## config.mk

```make
export PLATFORM = sky130hd
export DESIGN_NAME = burst_addr_seq
export DESIGN_NICKNAME = d
export VERILOG_FILES = /design/src/rtl/bseq_pkg.sv /design/src/rtl/bseq_state.sv /design/src/rtl/bseq_low_map.sv /design/src/rtl/burst_addr_seq.sv
export SDC_FILE = /design/constraint.sdc
export NUM_CORES = 1
export LEC_CHECK = 0
export BUFFER_PORTS_ARGS = -buffer_cell sky130_fd_sc_hd__buf_2
export CAP_MARGIN = 20
export CORE_AREA = 5 5 53 55
export DETAILED_ROUTE_END_ITERATION = 10
export DIE_AREA = 0 0 58 60
export HOLD_SLACK_MARGIN = 0.08
export PLACE_DENSITY_LB_ADDON = 0.2
export RECOVER_POWER = 25
export SETUP_SLACK_MARGIN = 0.05
export SYNTH_ARGS = -nofsm -noshare
export SYNTH_HDL_FRONTEND = slang
export SYNTH_HIERARCHICAL = 1
export SYNTH_SLANG_ARGS = --single-unit
```

## constraint.sdc

```tcl
create_clock -name clk -period 1.42 [get_ports clk]
set_input_delay 0.071 -clock clk [delete_from_list [all_inputs] [get_ports clk]]
set_output_delay 0.071 -clock clk [all_outputs]
set_load 0.02 [all_outputs]
```

## src/rtl/bseq_pkg.sv

```systemverilog
package bseq_pkg;

    localparam int BEAT_W = 2;

    typedef enum logic {
        ORD_LINEAR = 1'b0,
        ORD_INTLV  = 1'b1
    } order_e;

    function automatic logic [BEAT_W-1:0] low_of(
        input logic [BEAT_W-1:0] start,
        input logic [BEAT_W-1:0] cnt,
        input order_e            ord
    );
        if (ord == ORD_INTLV) begin
            return start ^ cnt;
        end
        return start + cnt;
    endfunction

endpackage

```

## src/rtl/bseq_state.sv

```systemverilog
module bseq_state
    import bseq_pkg::*;
#(
    parameter int UPPER_W = 17
) (
    input  logic              clk,
    input  logic              rst_n,
    input  logic              clk_en,
    input  logic              adv_ld,
    input  logic [UPPER_W-1:0] ld_upper,
    input  logic [BEAT_W-1:0]  ld_low,
    output logic [UPPER_W-1:0] upper_o,
    output logic [BEAT_W-1:0]  start_o,
    output logic [BEAT_W-1:0]  cnt_o
);

    typedef struct packed {
        logic [UPPER_W-1:0] upper;
        logic [BEAT_W-1:0]  start;
        logic [BEAT_W-1:0]  cnt;
    } seq_t;

    seq_t st_d, st_q;

    always_comb begin
        st_d = st_q;
        if (clk_en) begin
            if (!adv_ld) begin
                st_d.upper = ld_upper;
                st_d.start = ld_low;
                st_d.cnt   = '0;
            end else begin
                st_d.cnt   = st_q.cnt + 1'b1;
            end
        end
    end

    always_ff @(posedge clk or negedge rst_n) begin
        if (!rst_n) begin
            st_q <= '0;
        end else begin
            st_q <= st_d;
        end
    end

    assign upper_o = st_q.upper;
    assign start_o = st_q.start;
    assign cnt_o   = st_q.cnt;

endmodule

```

## src/rtl/bseq_low_map.sv

```systemverilog
module bseq_low_map
    import bseq_pkg::*;
(
    input  logic [BEAT_W-1:0] start_i,
    input  logic [BEAT_W-1:0] cnt_i,
    input  logic              order_i,
    output logic [BEAT_W-1:0] low_o
);

    order_e ord;

    always_comb begin
        ord   = order_i ? ORD_INTLV : ORD_LINEAR;
        low_o = low_of(start_i, cnt_i, ord);
    end

endmodule

```

## src/rtl/burst_addr_seq.sv

```systemverilog
module burst_addr_seq
    import bseq_pkg::*;
#(
    parameter int ADDR_W = 19
) (
    input  logic              clk,
    input  logic              rst_n,
    input  logic              clk_en,
    input  logic              adv_ld,
    input  logic [ADDR_W-1:0] ext_addr,
    input  logic              order_sel,
    output logic [ADDR_W-1:0] arr_addr,
    output logic [1:0]        burst_pos
);

    localparam int UPPER_W = ADDR_W - BEAT_W;

    logic [UPPER_W-1:0] upper_q;
    logic [BEAT_W-1:0]  start_q;
    logic [BEAT_W-1:0]  cnt_q;
    logic [BEAT_W-1:0]  low_w;

    bseq_state #(.UPPER_W(UPPER_W)) u_state (
        .clk      (clk),
        .rst_n    (rst_n),
        .clk_en   (clk_en),
        .adv_ld   (adv_ld),
        .ld_upper (ext_addr[ADDR_W-1:BEAT_W]),
        .ld_low   (ext_addr[BEAT_W-1:0]),
        .upper_o  (upper_q),
        .start_o  (start_q),
        .cnt_o    (cnt_q)
    );

    bseq_low_map u_map (
        .start_i (start_q),
        .cnt_i   (cnt_q),
        .order_i (order_sel),
        .low_o   (low_w)
    );

    assign arr_addr  = {upper_q, low_w};
    assign burst_pos = cnt_q;

endmodule

```

==> results of run 1 <==
repair_timing:
action                                  4_1_cts  5_1_grt
endpoints found under the setup margin        1        1
gates resized for setup                       4        0
pin swaps                                     2        2
hold endpoints to repair                     41        0
hold buffers                                 21        0
setup buffers                                 1        1
logic make-up (layout without fill, tap and decap cells):
logic type	Yosys count	in the layout	share of synthesized area [%]
AOI/OAI and AO/OA	2	2	1.67
xor gates and xnor gates	2	2	1.94
adders and majority gates	1	1	1.39
buffers and inverters	3	73	3.89
DFF	21	21	58.3
muxes	19	19	27.9
and+or+nand+nor	5	5	4.86
flip-flops by register name, summed over array words and instances (netlist names):
name,flops
u_state/upper_o,17
u_state/cnt_o,2
u_state/start_o,2
worst max-delay path: cells and delay by family, from the launching register on:
family,cells,cell delay [ns]
buf+inv,1,0.17
flops,1,0.40
simple gates,1,0.12
xor+xnor,1,0.16
fa+ha+maj,1,0.19
report_power, final:
part	leakage, nW	internal, W	total (W)	switching [W]
combinational	0.430	0.000275	0.000535	0.000260
sequential	0.249	0.000687	0.000738	0.0000508
clock	0.0150	0.000109	0.000272	0.000163
total	0.693	0.00107	0.00155	0.000474
layer usage:
layer  GRT usage, %  vias up
met4           4.97        0
met5              0        -
met3           2.16        2
li1               -      323
met1           14.0      326
met2           21.1       18
synthesized netlist by cell type:
| cell | count | area, µm² |
|---|---|---|
| sky130_fd_sc_hd__mux2_2 | 9 | 101 |
| sky130_fd_sc_hd__nor2b_4 | 1 | 13.8 |
| sky130_fd_sc_hd__nand3b_1 | 1 | 7.51 |
| sky130_fd_sc_hd__a311o_1 | 1 | 10.0 |
| sky130_fd_sc_hd__buf_12 | 1 | 20.0 |
| sky130_fd_sc_hd__nor2b_1 | 2 | 12.5 |
| sky130_fd_sc_hd__inv_1 | 1 | 3.75 |
| sky130_fd_sc_hd__xnor2_1 | 2 | 17.5 |
| sky130_fd_sc_hd__buf_6 | 1 | 11.3 |
| sky130_fd_sc_hd__o21ai_0 | 1 | 5.00 |
| sky130_fd_sc_hd__mux2_4 | 10 | 150 |
| sky130_fd_sc_hd__dfrtp_1 | 21 | 526 |
| sky130_fd_sc_hd__ha_1 | 1 | 12.5 |
| sky130_fd_sc_hd__and4b_1 | 1 | 10.0 |
final cells by class:
class	instances	area [µm²]	share of cell area, %
clock buffers	4	26.3	1.86
multi-input cells	29	350	24.8
inverters	1	3.75	0.266
repair buffers	68	468	33.2
well taps	30	37.5	2.66
flip-flops and latches	21	526	37.2
metrics by stage:
stage	area (µm²)	util (%)	total power, W	TNS, ns	worst slack, ns
floorplan	901	-	0.00105	0	0.182
global placement	1150	49.0	0.00121	0	0.376
detailed placement	1150	49.0	0.00122	0	0.349
CTS	1400	59.9	0.00156	0	0.0578
global route	1410	60.3	0.00163	-0.0408	-0.0408
finish	1410	60.3	0.00155	0	0.0192
worst paths after layout:
path | from | cells after the start | slack (ns) | to
max in group asynchronous | rst_n | 2 | 0.80 | u_state/upper_o[5]$_DFFE_PN0P_
setup reg to reg | u_state/cnt_o[0]$_DFFE_PN0P_ | 3 | 0.31 | u_state/cnt_o[1]$_DFFE_PN0P_
hold reg to reg | u_state/upper_o[9]$_DFFE_PN0P_ | 1 | 0.51 | u_state/upper_o[9]$_DFFE_PN0P_
setup / recovery | u_state/start_o[0]$_DFFE_PN0P_ | 4 | 0.02 | arr_addr[1]
min in group asynchronous | rst_n | 2 | 0.28 | u_state/upper_o[14]$_DFFE_PN0P_
hold / removal | adv_ld | 2 | 0.12 | u_state/cnt_o[1]$_DFFE_PN0P_
==> run_results.csv, run 1 <==
group,metric,value,unit
outcome,outcome,"complete, no violations",
placed_design,placement.io_buffers,44,
timing,fin_crit,1.40,ns
cts,clock_insertion_delay_worst_skew,0.29,ns
setup_path,path_max_fanout,2,
setup_path,cp.required,1.35,ns
setup_path,crit_path_cell_trace,"ha_2, nor2b_4, xnor2_1, buf_4",
route,detailedRoute.firstIterationViolations,12,
pwr,ir_drop,0.684,mV
timing,timing.max_slew.rel_slack,65.8,%
floorplanning,die-area,3480,µm²
floorplanning,fp.coreArea,2340,µm²
setup_path,cp_slowest_cell,"sky130_fd_sc_hd__dfrtp_1",
cells_and_area,layout_commonest_cell,"sky130_fd_sc_hd__buf_2",
timing,final-hold-violation-count,0,
floorplanning,start_util,38.5,%
global_routing,grt_pass1_vias,690,
hold_path,worst_min_path_class,"input port to flip-flop",
global_routing,grt_overflow_total,0,
cts,cts_max_level,1,
route,drt-pass1-iter-count,4,
logic_synthesis,synth.lib_cells_used.distinct,14,
floorplanning,dieHeight,60,µm
route,remaining_antenna_violation_count_after_routing,0,
logic_synthesis,mapped_avg_cell_area,17.0,µm²
cells_and_area,final.fill_count,210,
setup_path,timing_worst_setup_path_type,"flip-flop to primary output",
setup_path,critical_path_arrival,1.33,ns
setup_path,max_stage_delay_on_crit_path,0.40,ns
cells_and_area,fin_cells,153,
floorplanning,die-width,58,µm
timing,finalSetupViolations,0,
cells_and_area,diodes,0,
run,timing.max_cap.violations,0,
route,via_count,669,
route,post-route-drc-count,0,
setup_path,critical_path.startpoint_type,"flip-flop",
global_routing,grt_antenna_before_repair,0,
cts,clock-root-buffer,"sky130_fd_sc_hd__clkbuf_4",
route,detailroute.wirelength.met3,117,µm
timing,holdWs,0.117,ns
global_routing,grt_pass1_wl,3.11,mm
route,route.layer.met1.wl,771,µm
logic_synthesis,mappedNetlistNets,78,
cts,clockBufferDepth,2,
logic_synthesis,synthesis.yosys.warnings,6,
timing,skew,0.0000597,ns
logic_synthesis,post_synth_inst_count,53,
cells_and_area,mostFrequentLayoutCells,"sky130_fd_sc_hd__buf_2 (42), sky130_fd_sc_hd__dlygate4sd3_1 (21), sky130_fd_sc_hd__dfrtp_1 (21)",
placed_design,place_congestion,0.764,
timing,min_period_over_period,98.7,%
timing,worst_slew_pin_slew,0.513,ns
placed_design,place.detailed.hpwl,1.29,mm
cts,num_cts_buffers,3,
floorplanning,io_pins,45,
setup_path,critPathCaptureType,"primary output",
logic_synthesis,synth_sequential_area_ratio,58.3,%
logic_synthesis,synth_area,901,µm²
timing,timing.final.max_slew_violations,0,
cells_and_area,area.growth.synth_to_final,56.7,%
route,top_signal_layer_used,"met4",
timing,timing.fmax,0.714,GHz
pwr,power_per_cell_area,1090,nW/µm²
route,totalWireLength,1.97,mm
route,met2RoutedLength,1.07,mm
floorplanning,core.rowCount,18,
route,routed_wire_length_per_instance,12.9,µm
route,via_per_inst,4.37,
pwr,p_leak,0.693,nW
placed_design,placed_cells_incl_taps,126,
cts,cts.sink_count,21,
timing,grt_setup_unrepaired,"yes",
global_routing,grt_util_all_layers,11.9,%
logic_synthesis,yosys_register_bits,21,
global_routing,maximum_number_of_pins_on_one_net_before_global_route_repair,22,
cells_and_area,final_layout_size_suffix_gt1_share,58.5,%
cts,clk_transition_reported_paths,0.11,ns
cells_and_area,final_net_count,149,
cts,cts_tree,"yes",
Power figures use the tool's default switching activity.
==> inputs of run 2 (changes only) <==
--- a/config.mk
+++ b/config.mk
@@ -5,6 +5,7 @@
 export SDC_FILE = /design/constraint.sdc
 export NUM_CORES = 1
 export LEC_CHECK = 0
+export ABC_AREA = 1
 export BUFFER_PORTS_ARGS = -buffer_cell sky130_fd_sc_hd__buf_2
 export CAP_MARGIN = 20
 export CORE_AREA = 5 5 53 55
==> run_results.csv, run 2 <==
group,metric,value,unit
timing,fin_crit,1.34,ns
placed_design,placed_cells_incl_taps,178,
global_routing,grt_pass1_wl,4.15,mm
setup_path,worst_path_most_repeated_cell,"sky130_fd_sc_hd__nand2_1",
timing,min_period_over_period,94.7,%
cells_and_area,flip_flop_count_of_the_largest_register_all_copies_and_words_added,17,
timing,grt_setup_unrepaired,"yes",
timing,worst_slew_pin_slew,0.503,ns
cells_and_area,final_net_count,200,
logic_synthesis,post_synth_inst_count,108,
setup_path,critical_path_arrival,1.27,ns
placed_design,placement.io_buffers,44,
logic_synthesis,synth_common_cells,"sky130_fd_sc_hd__nand2_1 (46), sky130_fd_sc_hd__nand3_1 (23), sky130_fd_sc_hd__dfrtp_1 (21), sky130_fd_sc_hd__inv_1 (7), sky130_fd_sc_hd__buf_4 (4)",
cells_and_area,fin_cells,204,
cts,clock_insertion_delay_worst_skew,0.29,ns
hold_path,worst_min_path_class,"input port to flip-flop",
cells_and_area,mostFrequentLayoutCells,"sky130_fd_sc_hd__nand2_1 (45), sky130_fd_sc_hd__buf_2 (42), sky130_fd_sc_hd__nand3_1 (23)",
placed_design,place_congestion,0.836,
cts,cts_max_level,1,
timing,timing.final.max_slew_violations,0,
global_routing,global_route.usage.met3,2.81,%
logic_synthesis,synth_sequential_area_ratio,57.4,%
cts,num_cts_buffers,3,
floorplanning,io_pins,45,
floorplanning,fp.coreArea,2340,µm²
cells_and_area,final_layout_size_suffix_gt1_share,29.9,%
route,remaining_antenna_violation_count_after_routing,0,
logic_synthesis,leading_cell_type_by_number_of_instances_after_synthesis,"sky130_fd_sc_hd__nand2_1",
route,routed_wire_length_per_instance,11.8,µm
timing,final-hold-violation-count,0,
floorplanning,start_util,39.1,%
setup_path,path_max_fanout,2,
setup_path,cp.required,1.35,ns
floorplanning,die-width,58,µm
cts,clk_transition_reported_paths,0.11,ns
route,totalWireLength,2.41,mm
global_routing,grt_pass1_vias,948,
hold_path,worstHoldEndpoint,"u_state/start_o[1]$_DFFE_PN0P_",
setup_path,timing_worst_setup_path_type,"flip-flop to primary output",
pwr,power_per_cell_area,1020,nW/µm²
run,timing.max_cap.violations,0,
setup_path,crit_path_cell_trace,"ha_1, nand2_1, nand3_1, nand2_1, inv_1, buf_4",
route,detailedRoute.firstIterationViolations,12,
logic_synthesis,synth_enable_flop_cells,0,
logic_synthesis,synthesis.yosys.warnings,6,
hold_path,min_path_cells,4,
logic_synthesis,asyncSetResetFlopFracSynth,100,%
hold_path,hold_wc_startpoint,"clk_en",
route,via_count,925,
floorplanning,die-area,3480,µm²
logic_synthesis,synth_area,916,µm²
global_routing,maximum_number_of_pins_on_one_net_before_global_route_repair,24,
logic_synthesis,top_cell_type_s_share_of_synthesized_area,57.4,%
global_routing,grt_overflow_total,0,
timing,timing.max_slew.rel_slack,66.5,%
global_routing,top_usage_layer,"met2",
logic_synthesis,synth_top_flop_cell,"sky130_fd_sc_hd__dfrtp_1",
cts,cts_tree,"yes",
pwr,p_leak,0.794,nW
setup_path,critPathCaptureType,"primary output",
setup_path,cp_slowest_cell,"sky130_fd_sc_hd__dfrtp_1",
placed_design,place.detailed.hpwl,1.52,mm
timing,timing.fmax,0.744,GHz
setup_path,max_stage_delay_on_crit_path,0.40,ns
floorplanning,core.rowCount,18,
cells_and_area,area.growth.synth_to_final,52.2,%
setup_path,reg2reg_from,"u_state/cnt_o[0]$_DFFE_PN0P_",
logic_synthesis,mappedNetlistNets,133,
cells_and_area,layout_commonest_cell,"sky130_fd_sc_hd__nand2_1",
route,via_per_inst,4.53,
route,post-route-drc-count,0,
pwr,ir_drop,0.672,mV
global_routing,grt_util_all_layers,15.6,%
global_routing,grt_antenna_before_repair,0,
setup_path,r2r_cells,3,
setup_path,ff2ff_setup_slack,0.61,ns
global_routing,grt_use_met2,27.7,%
floorplanning,dieHeight,60,µm
cts,clockBufferDepth,2,
logic_synthesis,synth.lib_cells_used.distinct,11,
cells_and_area,diodes,0,
logic_synthesis,yosys_register_bits,21,
cts,clock-root-buffer,"sky130_fd_sc_hd__clkbuf_4",
logic_synthesis,synthTopCellsByArea,"sky130_fd_sc_hd__dfrtp_1 (57%), sky130_fd_sc_hd__nand2_1 (19%), sky130_fd_sc_hd__nand3_1 (13%), sky130_fd_sc_hd__buf_4 (3.3%), sky130_fd_sc_hd__inv_1 (2.9%)",
logic_synthesis,mapped_avg_cell_area,8.48,µm²
global_routing,groute.layer.met1.usage,19.1,%
timing,skew,0.00194,ns
setup_path,reg2reg_to,"u_state/cnt_o[1]$_DFFE_PN0P_",
setup_path,critical_path.startpoint_type,"flip-flop",
timing,finalSetupViolations,0,
cts,cts.sink_count,21,
route,drt-pass1-iter-count,4,
timing,fin_tns_setup,0,ns
outcome,outcome,"complete, no violations",
logic_synthesis,synth_top_cell_by_area,"sky130_fd_sc_hd__dfrtp_1",
==> run 2: cell types whose count changed in the layout (fill, tap and decap cells not counted), moves of 2 or more <==
| cell | change |
|---|---|
| sky130_fd_sc_hd__nor2b_4 | -2 |
| sky130_fd_sc_hd__nand2_1 | +45 |
| sky130_fd_sc_hd__inv_1 | +6 |
| sky130_fd_sc_hd__xnor2_1 | -2 |
| sky130_fd_sc_hd__mux2_4 | -10 |
| sky130_fd_sc_hd__nand3_1 | +23 |
| sky130_fd_sc_hd__mux2_2 | -9 |
==> run 2: repair_timing <==
action | CTS | global route
buffers inserted | 1 | 0
resized for setup | 0 | 3
hold endpoints to repair | 41 | 0
hold buffers | 21 | 0
endpoints found under the setup margin | 1 | 5
==> run 2: per-layer routing <==
layer  up-vias  part of all wire [%]
li1        468                     -
met1       430                    41
met2        25                    53
met3         2                   5.5
met4         0                  0.87
met5         -                     0
==> run 2: cells by family (layout without fill, tap and decap cells) <==
| kind of cell | after synthesis | in the layout | synth area share (%) |
|---|---|---|---|
| DFF | 21 | 21 | 57.4 |
| adders and majority gates | 1 | 1 | 1.37 |
| buffers and inverters | 13 | 79 | 7.92 |
| and+or+nand+nor | 71 | 71 | 32.2 |
| AOI/OAI and AO/OA | 2 | 2 | 1.09 |
==> run 2: area by class of cell <==
| cell class | count | area, µm² |
|---|---|---|
| clock buffer | 4 | 26.3 |
| fill | 230 | 948 |
| inverter | 7 | 26.3 |
| multi-input combinational | 74 | 323 |
| sequential | 21 | 526 |
| tap | 30 | 37.5 |
| timing repair buffer | 68 | 455 |
==> run 2: how the worst max path moves through the flow <==
| stage | from | end | slack (ns) | depth (start not counted) |
|---|---|---|---|---|
| CTS | u_state/start_o[0]$_DFFE_PN0P_ | arr_addr[1] | 0.07 | 6 |
| floorplan | u_state/cnt_o[0]$_DFFE_PN0P_ | arr_addr[1] | 0.35 | 6 |
| detailed placement | u_state/cnt_o[0]$_DFFE_PN0P_ | arr_addr[1] | 0.37 | 6 |
| global placement | adv_ld | u_state/cnt_o[1]$_DFFE_PN0P_ | 0.39 | 5 |
| finish | u_state/start_o[0]$_DFFE_PN0P_ | arr_addr[1] | 0.08 | 6 |
| global route | u_state/cnt_o[0]$_DFFE_PN0P_ | arr_addr[1] | -0.02 | 7 |
==> run 2: report_power, final <==
group	leakage, nW	switching [W]	internal (W)	total [W]
clock	0.0150	0.000169	0.000109	0.000278
combinational	0.518	0.000253	0.000176	0.000430
sequential	0.260	0.0000460	0.000673	0.000719
==> run 2: per-stage QoR <==
stage	util [%]	area [µm²]	total power [W]	hold WS, ns	worst slack (ns)
2_1_floorplan	-	916	0.000960	-0.225	0.352
3_3_place_gp	48.8	1140	0.00110	0.0519	0.387
3_5_place_dp	48.8	1140	0.00111	0.0503	0.373
4_1_cts	59.2	1390	0.00143	0.259	0.0713
5_1_grt	59.5	1390	0.00153	0.276	-0.0207
6_report	59.5	1390	0.00143	0.274	0.0752
==> run 2: worst max-delay path: cells and delay by family (launching register included) <==
| kind | cells | cell delay (ns) |
|---|---|---|
| flops | 1 | 0.40 |
| fa+ha+maj | 1 | 0.20 |
| simple gates | 3 | 0.20 |
| buf+inv | 2 | 0.17 |
==> inputs of run 3 (changes only) <==
--- a/config.mk
+++ b/config.mk
@@ -12,7 +12,7 @@
 export DETAILED_ROUTE_END_ITERATION = 10
 export DIE_AREA = 0 0 58 60
 export HOLD_SLACK_MARGIN = 0.08
-export PLACE_DENSITY_LB_ADDON = 0.2
+export PLACE_DENSITY = 0.83
 export RECOVER_POWER = 25
 export SETUP_SLACK_MARGIN = 0.05
 export SYNTH_ARGS = -nofsm -noshare
==> run_results.csv, run 3 (synthesized netlist as in run 2, its figures left out) <==
group,metric,value,unit
outcome,outcome,"complete, no violations",
cells_and_area,mostFrequentLayoutCells,"sky130_fd_sc_hd__nand2_1 (46), sky130_fd_sc_hd__buf_2 (42), sky130_fd_sc_hd__nand3_1 (23)",
setup_path,timing_worst_setup_path_type,"flip-flop to primary output",
global_routing,maximum_number_of_pins_on_one_net_before_global_route_repair,24,
timing,skew,0.0000287,ns
hold_path,worst_min_path_class,"input port to flip-flop",
placed_design,placement.io_buffers,44,
timing,grt_setup_unrepaired,"yes",
cells_and_area,final_layout_size_suffix_gt1_share,31.3,%
route,detailroute.wirelength.met3,177,µm
route,routed_wire_length_per_instance,12.7,µm
timing,fin_crit,1.38,ns
floorplanning,die-area,3480,µm²
route,totalWireLength,2.62,mm
hold_path,min_path_cells,3,
floorplanning,io_pins,45,
route,remaining_antenna_violation_count_after_routing,0,
global_routing,grt_pass1_vias,964,
route,drt-pass1-iter-count,4,
timing,min_period_over_period,97.0,%
cts,cts_tree,"yes",
route,top_signal_layer_used,"met4",
setup_path,r2r_cells,5,
placed_design,place_congestion,0.704,
pwr,p_leak,0.802,nW
cells_and_area,layout_commonest_cell,"sky130_fd_sc_hd__nand2_1",
setup_path,path_max_fanout,2,
floorplanning,start_util,39.1,%
timing,holdWs,0.266,ns
timing,final-hold-violation-count,0,
timing,timing.max_slew.rel_slack,28.3,%
floorplanning,die-width,58,µm
placed_design,place.detailed.hpwl,1.63,mm
cts,cts_max_level,1,
route,met2RoutedLength,1.32,mm
cells_and_area,flip_flop_count_of_the_largest_register_all_copies_and_words_added,17,
setup_path,critPathCaptureType,"primary output",
setup_path,critical_path.startpoint_type,"flip-flop",
timing,timing.fmax,0.726,GHz
timing,finalSetupViolations,0,
route,detailedRoute.firstIterationViolations,35,
cts,num_cts_buffers,3,
global_routing,grt_overflow_total,0,
setup_path,critical_path_arrival,1.31,ns
floorplanning,dieHeight,60,µm
cells_and_area,multiInputGateArea,323,µm²
pwr,ir_drop,0.530,mV
route,route.layer.met1.wl,1.11,mm
cells_and_area,final_net_count,202,
cells_and_area,area.growth.synth_to_final,54.2,%
route,via_count,950,
cts,clk_transition_reported_paths,0.11,ns
floorplanning,fp.coreArea,2340,µm²
route,via_per_inst,4.61,
cts,cts.sink_count,21,
global_routing,grt_antenna_before_repair,0,
timing,timing.final.max_slew_violations,0,
pwr,power_per_cell_area,1030,nW/µm²
global_routing,grt_util_all_layers,15.6,%
cells_and_area,final.fill_count,208,
setup_path,cp.required,1.35,ns
cells_and_area,diodes,0,
route,post-route-drc-count,0,
cts,clock_insertion_delay_worst_skew,0.29,ns
timing,fin_tns_setup,0,ns
cells_and_area,ff_latch_area,526,µm²
floorplanning,core.rowCount,18,
timing,worst_slew_pin_slew,1.07,ns
cts,clock-root-buffer,"sky130_fd_sc_hd__clkbuf_4",
cts,clockBufferDepth,2,
run,timing.max_cap.violations,0,
global_routing,grt_pass1_wl,4.15,mm
-- run 3: cell count changes in the layout (fill, tap and decap cells not counted), sizes merged --
cell    delta
buf        +2
clkbuf     -1
clkinv     +1
-- run 3: where the power goes --
group,switching [W],internal [W],total (W),leakage [nW]
combinational,0.000265,0.000189,0.000454,0.524
clock,0.000173,0.000105,0.000277,0.0177
sequential,0.0000470,0.000673,0.000720,0.260
total,0.000484,0.000966,0.00145,0.802
-- run 3: final cells by class --
class,count,share of cell area [%]
Tap cell,30,2.66
Inverter,7,1.86
Multi-Input combinational cell,74,22.9
Sequential cell,21,37.2
Clock inverter,1,0.354
Timing Repair Buffer,70,33.5
Clock buffer,3,1.59
-- run 3: worst paths after layout --
check	startpoint	end	slack, ns
setup / recovery	u_state/start_o[0]$_DFFE_PN0P_	arr_addr[1]	0.04
hold / removal	clk_en	u_state/cnt_o[0]$_DFFE_PN0P_	0.27
setup reg to reg	u_state/cnt_o[0]$_DFFE_PN0P_	u_state/cnt_o[1]$_DFFE_PN0P_	0.46
hold reg to reg	u_state/upper_o[14]$_DFFE_PN0P_	u_state/upper_o[14]$_DFFE_PN0P_	0.48
max in group asynchronous	rst_n	u_state/upper_o[15]$_DFFE_PN0P_	0.27
min in group asynchronous	rst_n	u_state/upper_o[5]$_DFFE_PN0P_	0.51
-- run 3: what timing repair did --
item                                    CTS  global route
hold buffers                             21             0
hold endpoints to repair                 41             0
setup buffers                             2             1
pin swaps                                 1             4
gates resized for setup                   2             3
endpoints found under the setup margin    1             1
-- run 3: through the flow --
stage,cells,utilization (%),total power (W),setup slack (ns),cell area (µm²)
floorplan,108,-,0.000960,0.352,916
global placement,178,48.8,0.00110,0.401,1140
detailed placement,178,48.8,0.00111,0.331,1140
CTS,205,59.8,0.00145,0.0386,1400
global route,206,60.3,0.00154,-0.0714,1410
finish,206,60.3,0.00145,0.0423,1410
-- run 3: routing by layer --
metal | track usage, % | up-vias
met4 | 6.29 | 0
li1 | - | 474
met3 | 4.10 | 4
met1 | 17.8 | 440
met2 | 27.7 | 32
met5 | 0 | -
-- run 3: worst max-delay path, cell delays in order, from the launching register on --
cell	delay, ns
sky130_fd_sc_hd__dfrtp_1	0.39
sky130_fd_sc_hd__ha_2	0.19
sky130_fd_sc_hd__inv_2	0.04
sky130_fd_sc_hd__nor2_2	0.08
sky130_fd_sc_hd__nand3_1	0.08
sky130_fd_sc_hd__nand2_1	0.07
sky130_fd_sc_hd__inv_1	0.04
sky130_fd_sc_hd__buf_6	0.12
